--- config.mk ---
export PLATFORM = sky130hd
export DESIGN_NAME = rx_frame_filter
export DESIGN_NICKNAME = d
export VERILOG_FILES = /design/src/rtl/rx_frame_filter.sv
export SDC_FILE = /design/constraint.sdc
export NUM_CORES = 1
export LEC_CHECK = 0
export ABC_AREA = 0
export CAP_MARGIN = 20
export CORE_AREA = 4 4 164 103
export CTS_CLUSTER_DIAMETER = 50
export CTS_CLUSTER_SIZE = 10
export DETAILED_ROUTE_END_ITERATION = 16
export DIE_AREA = 0 0 168 107
export GPL_TIMING_DRIVEN = 0
export PLACE_DENSITY_LB_ADDON = 0.12
export SLEW_MARGIN = 15
export SYNTH_ARGS = -nofsm -noshare
export SYNTH_HDL_FRONTEND = slang
export SYNTH_SLANG_ARGS = --single-unit
--- constraint.sdc ---
create_clock -name clk -period 3.4 [get_ports clk]
set_clock_uncertainty 0.1 [all_clocks]
set_input_delay 0.51 -clock clk [delete_from_list [all_inputs] [get_ports clk]]
set_output_delay 0.51 -clock clk [all_outputs]
set_load 0.02 [all_outputs]
--- src/rtl/rx_frame_filter.sv ---
module rx_frame_filter #(
  parameter int CW = 8
) (
  input  logic        clk,
  input  logic        rst_n,
  input  logic        rx_start,
  input  logic        phr_ok,
  input  logic        rx_valid,
  input  logic [7:0]  rx_byte,
  input  logic        rx_stop,
  input  logic [15:0] cfg_short,
  input  logic [15:0] cfg_pan,
  input  logic [63:0] cfg_ext,
  input  logic        cfg_prom,
  input  logic        cfg_ack_off,
  input  logic [1:0]  cfg_ver_mode,
  output logic        evt_start,
  output logic        evt_end,
  output logic        evt_addr,
  output logic        crc_ok,
  output logic        ack_req
);
  localparam logic [CW-1:0] CNT_MAX = {CW{1'b1}};

  logic          active;
  logic [CW-1:0] cnt;
  logic [15:0]   crc, dpan;
  logic [63:0]   daddr;
  logic [2:0]    f_type;
  logic          f_ar;
  logic [1:0]    f_dm, f_ver;
  logic [2:0]    ai;

  function automatic logic [15:0] crc_step(input logic [15:0] c, input logic [7:0] b);
    logic [15:0] r;
    r = c;
    for (int i = 0; i < 8; i++) begin
      if (r[0] ^ b[i]) r = (r >> 1) ^ 16'h8408;
      else             r = r >> 1;
    end
    return r;
  endfunction

  assign ai = cnt[2:0] - 3'd5;

  wire crc_good  = (cnt >= CW'(4)) && (crc == 16'h0000);
  wire sane      = (cnt >= CW'(2)) && !f_type[2] && (f_ver != 2'd3);
  wire pan_hit   = (dpan == cfg_pan) || (dpan == 16'hFFFF);
  wire bcast     = (f_dm == 2'd2) && (daddr[15:0] == 16'hFFFF);
  wire short_hit = (f_dm == 2'd2) && (cnt >= CW'(9)) && pan_hit &&
                   ((daddr[15:0] == cfg_short) || bcast);
  wire ext_hit   = (f_dm == 2'd3) && (cnt >= CW'(15)) && pan_hit && (daddr == cfg_ext);
  wire addr_hit  = short_hit || ext_hit;
  wire end_ok    = sane && (cfg_prom || (crc_good && addr_hit));
  wire ack_ok    = sane && crc_good && addr_hit && f_ar && !bcast &&
                   !cfg_ack_off && (f_ver <= cfg_ver_mode);

  always_ff @(posedge clk) begin
    if (!rst_n) begin
      active <= 1'b0; cnt <= '0; crc <= '0; dpan <= '0; daddr <= '0;
      f_type <= '0; f_ar <= 1'b0; f_dm <= '0; f_ver <= '0;
      evt_start <= 1'b0; evt_end <= 1'b0; evt_addr <= 1'b0;
      crc_ok <= 1'b0; ack_req <= 1'b0;
    end else begin
      evt_start <= 1'b0; evt_end <= 1'b0; evt_addr <= 1'b0; ack_req <= 1'b0;
      if (rx_start && phr_ok) begin
        active <= 1'b1; cnt <= '0; crc <= '0; dpan <= '0; daddr <= '0;
        f_type <= '0; f_ar <= 1'b0; f_dm <= '0; f_ver <= '0;
        evt_start <= 1'b1;
      end else if (active && rx_stop) begin
        active   <= 1'b0;
        crc_ok   <= crc_good;
        evt_end  <= end_ok;
        evt_addr <= addr_hit;
        ack_req  <= ack_ok;
      end else if (active && rx_valid) begin
        crc <= crc_step(crc, rx_byte);
        if (cnt != CNT_MAX) cnt <= cnt + 1'b1;
        if (cnt == CW'(0)) begin f_type <= rx_byte[2:0]; f_ar <= rx_byte[5]; end
        if (cnt == CW'(1)) begin f_dm <= rx_byte[3:2]; f_ver <= rx_byte[5:4]; end
        if (cnt == CW'(3)) dpan[7:0]  <= rx_byte;
        if (cnt == CW'(4)) dpan[15:8] <= rx_byte;
        if (cnt >= CW'(5) && cnt <= CW'(12)) daddr[{ai, 3'b000} +: 8] <= rx_byte;
      end
    end
  end

  assert_start_qualified_R1: assert property (@(posedge clk) disable iff (!rst_n)
    evt_start |-> $past(rx_start && phr_ok));
  assert_ack_needs_match_R8: assert property (@(posedge clk) disable iff (!rst_n)
    ack_req |-> (evt_addr && crc_ok && evt_end));
  assert_ack_disabled_R9: assert property (@(posedge clk) disable iff (!rst_n)
    ack_req |-> !$past(cfg_ack_off));
  assert_normal_end_R5: assert property (@(posedge clk) disable iff (!rst_n)
    (evt_end && !$past(cfg_prom)) |-> (crc_ok && evt_addr));
  assert_status_held_R11: assert property (@(posedge clk) disable iff (!rst_n)
    $past(!(active && rx_stop)) |-> $stable(crc_ok));
endmodule

==> impl_metrics.csv <==
group,metric,value,unit
job,maxCapViolations,0,
place,io_buffers,110,
floorplan,start_util,39.7,%
floorplan,core,15200,sq um
drt,postRouteAntennaNets,0,
sta,setup_violations,0,
sta,rsz0062_at_grt,"yes",
final_layout,nFillCells,1403,
final_layout,final_cell_mix,"dfxtp_1, nor2_1, clkdlybuf4s50_1",
global_routing,grt_pass1_wl,30200,um
sta,max_slew_margin,38.2,%
clock_network,cts_buffers,17,
sta,hold_viol,0,
final_layout,layout_commonest_cell,"dfxtp_1",
status,outcome,"complete, no violations",
power_and_ir_drop,p_leak,3.30,nW
drt,vias_per_cell,5.24,
logic_synthesis,ys_warn_count,0,
setup_path,crit_path_max_fanout,8,
logic_synthesis,synth_seq_cells,116,
logic_synthesis,ys_seq_area_share,38.5,%
logic_synthesis,postSynthAreaPerCell,9.07,sq um
setup_path,critPathKind,"flop to flop",
sta,hold_ws,0.384,ns
drt,wl,19900,um
sta,tightest_slew,0.924,ns
setup_path,start_kind,"flop",
floorplan,die-area,18000,sq um
clock_network,worstSkewPairLatency,0.41,ns
floorplan,die_w,168,um
final_layout,drive_above_1_share,5.09,%
setup_path,cp-end-kind,"flop",
place,dp_hpwl,15300,um
min_path,min_path_type,"flop to flop",
final_layout,area_growth,31.3,%
final_layout,seqCellArea,2320,sq um
clock_network,path_clk_slew,0.05,ns
clock_network,h-tree-depth,4,
drt,first_iter_violations,425,
global_routing,grt_max_degree,17,
clock_network,cts_sinks,116,
setup_path,reg2reg_slack,0.12,ns
place,pre_cts_slack,0.175,ns
sta,timing.final.ws_setup,0.122,ns
global_routing,antenna_found_initial,0,
drt,drcViolationCount,0,
final_layout,antenna_cells,0,
sta,period_needed,3.28,ns
power_and_ir_drop,p_per_area,423,nW/um^2
place,gp_congestion,0.876,
drt,vias,5292,
sta,slew_violations,0,
clock_network,post_cts_buffers,0,
logic_synthesis,syn_inst,665,
final_layout,multiInputGateArea,3540,sq um
sta,fmax,305,MHz
global_routing,grt_pass1_vias,5228,
setup_path,cp.arrival,3.45,ns
drt,wl_per_cell,19.7,um
drt,firstDrtPassIters,5,
logic_synthesis,netlist_area,6030,sq um
logic_synthesis,synth_nets,787,
setup_path,crit_required,3.57,ns
clock_network,root_buffer,"clkbuf_16",
floorplan,ios,119,
final_layout,nets,916,
floorplan,die_h,107,um
sta,post-route-period-util,96.4,%
global_routing,grt_remaining_overflow,0,
clock_network,cts_tree,"built",
clock_network,cts_buffer_depth,2,
clock_network,hold_buffers,0,
global_routing,grtUsageTotal,22.0,%
logic_synthesis,synth_cell_types,48,
clock_network,ctsResizeCount,0,
power_and_ir_drop,peakVddDrop,0.302,mV
floorplan,rows,35,
==> path summary, 6_finish.rpt <==
path	start	endpoint	cells past startpoint
max	cnt[0]	daddr[45]	10
min	crc[0]	crc[0]	2
max reg2reg	cnt[0]	daddr[45]	10
min reg2reg	crc[0]	crc[0]	2
==> metrics by stage <==
stage,instance area [sq um],utilization [%],instances,setup TNS [ns],power [mW]
6_report,7920,52.1,1009,0,3.35
5_1_grt,7920,52.1,1009,-1.24,3.44
4_1_cts,7920,52.1,1009,0,3.36
3_5_place_dp,7390,48.6,978,0,1.74
3_3_place_gp,7390,48.6,978,0,1.74
2_1_floorplan,6030,-,665,0,1.54
==> critical path: stages, from the launching register on <==
cell and delay (ns):
dfxtp_1 0.47, inv_1 0.18, ha_1 0.23, clkbuf_1 0.19, xnor2_1 0.29, inv_1 0.10, ha_1 0.36, nor4_2 0.43
nand2_1 0.44, mux2i_1 0.28, nor2_1 0.05
==> per-layer routing <==
metal	GRT usage, %	part of all wire, %	vias to the layer above
li1	-	-	2539
met1	34.2	51	2500
met2	29.8	38	237
met3	5.64	9.5	16
met4	5.39	1.0	0
met5	0	0	-
==> registers in the layout, summed over array words and instances (netlist names) <==
register and flops:
daddr 64, crc 16, dpan 16, cnt 8, f_dm 2, f_ver 2, ack_req 1, active 1
crc_ok 1, evt_addr 1, evt_end 1, evt_start 1, f_ar 1, f_type 1
==> cells by family (layout without fill, tap and decap cells) <==
family,count (synthesis),count (layout),synth area share (%)
buffers and inverters,44,185,2.78
xor gates and xnor gates,115,115,16.7
DFF,116,116,38.5
adders and majority gates,8,8,1.66
muxes,86,86,14.3
AOI/OAI and AO/OA,39,39,4.46
and+or+nand+nor,257,257,21.7
==> area by class of cell <==
cell class	instances	share of cell area, %
plain buffers	28	1.36
clock buffers	21	5.68
clock inverters	10	1.07
inverters	16	0.758
multi-input cells	505	44.7
flip-flops and latches	116	29.3
well taps	203	3.21
repair buffers	110	13.9
==> cell usage after synthesis, drive strengths merged <==
library cell | instances | area share [%]
dfxtp | 116 | 38
nor2 | 111 | 6.9
mux2i | 86 | 14
xnor2 | 60 | 8.7
xor2 | 55 | 8.0
nand2 | 34 | 2.2
and2 | 24 | 2.5
clkbuf | 24 | 1.5
nand4 | 24 | 2.5
nor4 | 23 | 2.7
inv | 16 | 1.0
a21oi | 12 | 1.0
nand3 | 9 | 0.83
nor3 | 9 | 1.1
ha | 8 | 1.7
nor2b | 7 | 0.73
a211oi | 6 | 0.75
buf | 4 | 0.29
nand2b | 4 | 0.41
o21ai | 4 | 0.33
a2111oi | 3 | 0.44
nand3b | 3 | 0.37
o22ai | 3 | 0.31
a221oi | 2 | 0.29
o2bb2ai | 2 | 0.29
a21boi | 1 | 0.12
a222oi | 1 | 0.17
a22o | 1 | 0.15
a41oi | 1 | 0.15
and3 | 1 | 0.10
and3b | 1 | 0.15
and4 | 1 | 0.15
and4b | 1 | 0.17
nand4b | 1 | 0.15
nor3b | 1 | 0.12
nor4b | 1 | 0.25
o211ai | 1 | 0.21
o221ai | 1 | 0.15
o31ai | 1 | 0.12
or2 | 1 | 0.15
or3 | 1 | 0.10
==> where the power goes <==
group          switching [mW]  total, mW  leakage [nW]  internal [mW]
Combinational           0.167      0.344          2.11          0.177
Sequential            0.00459       1.37         0.935           1.36
Clock                   0.627       1.64         0.254           1.01
Total                   0.799       3.35          3.30           2.55
(Power assumes the default switching activity.)
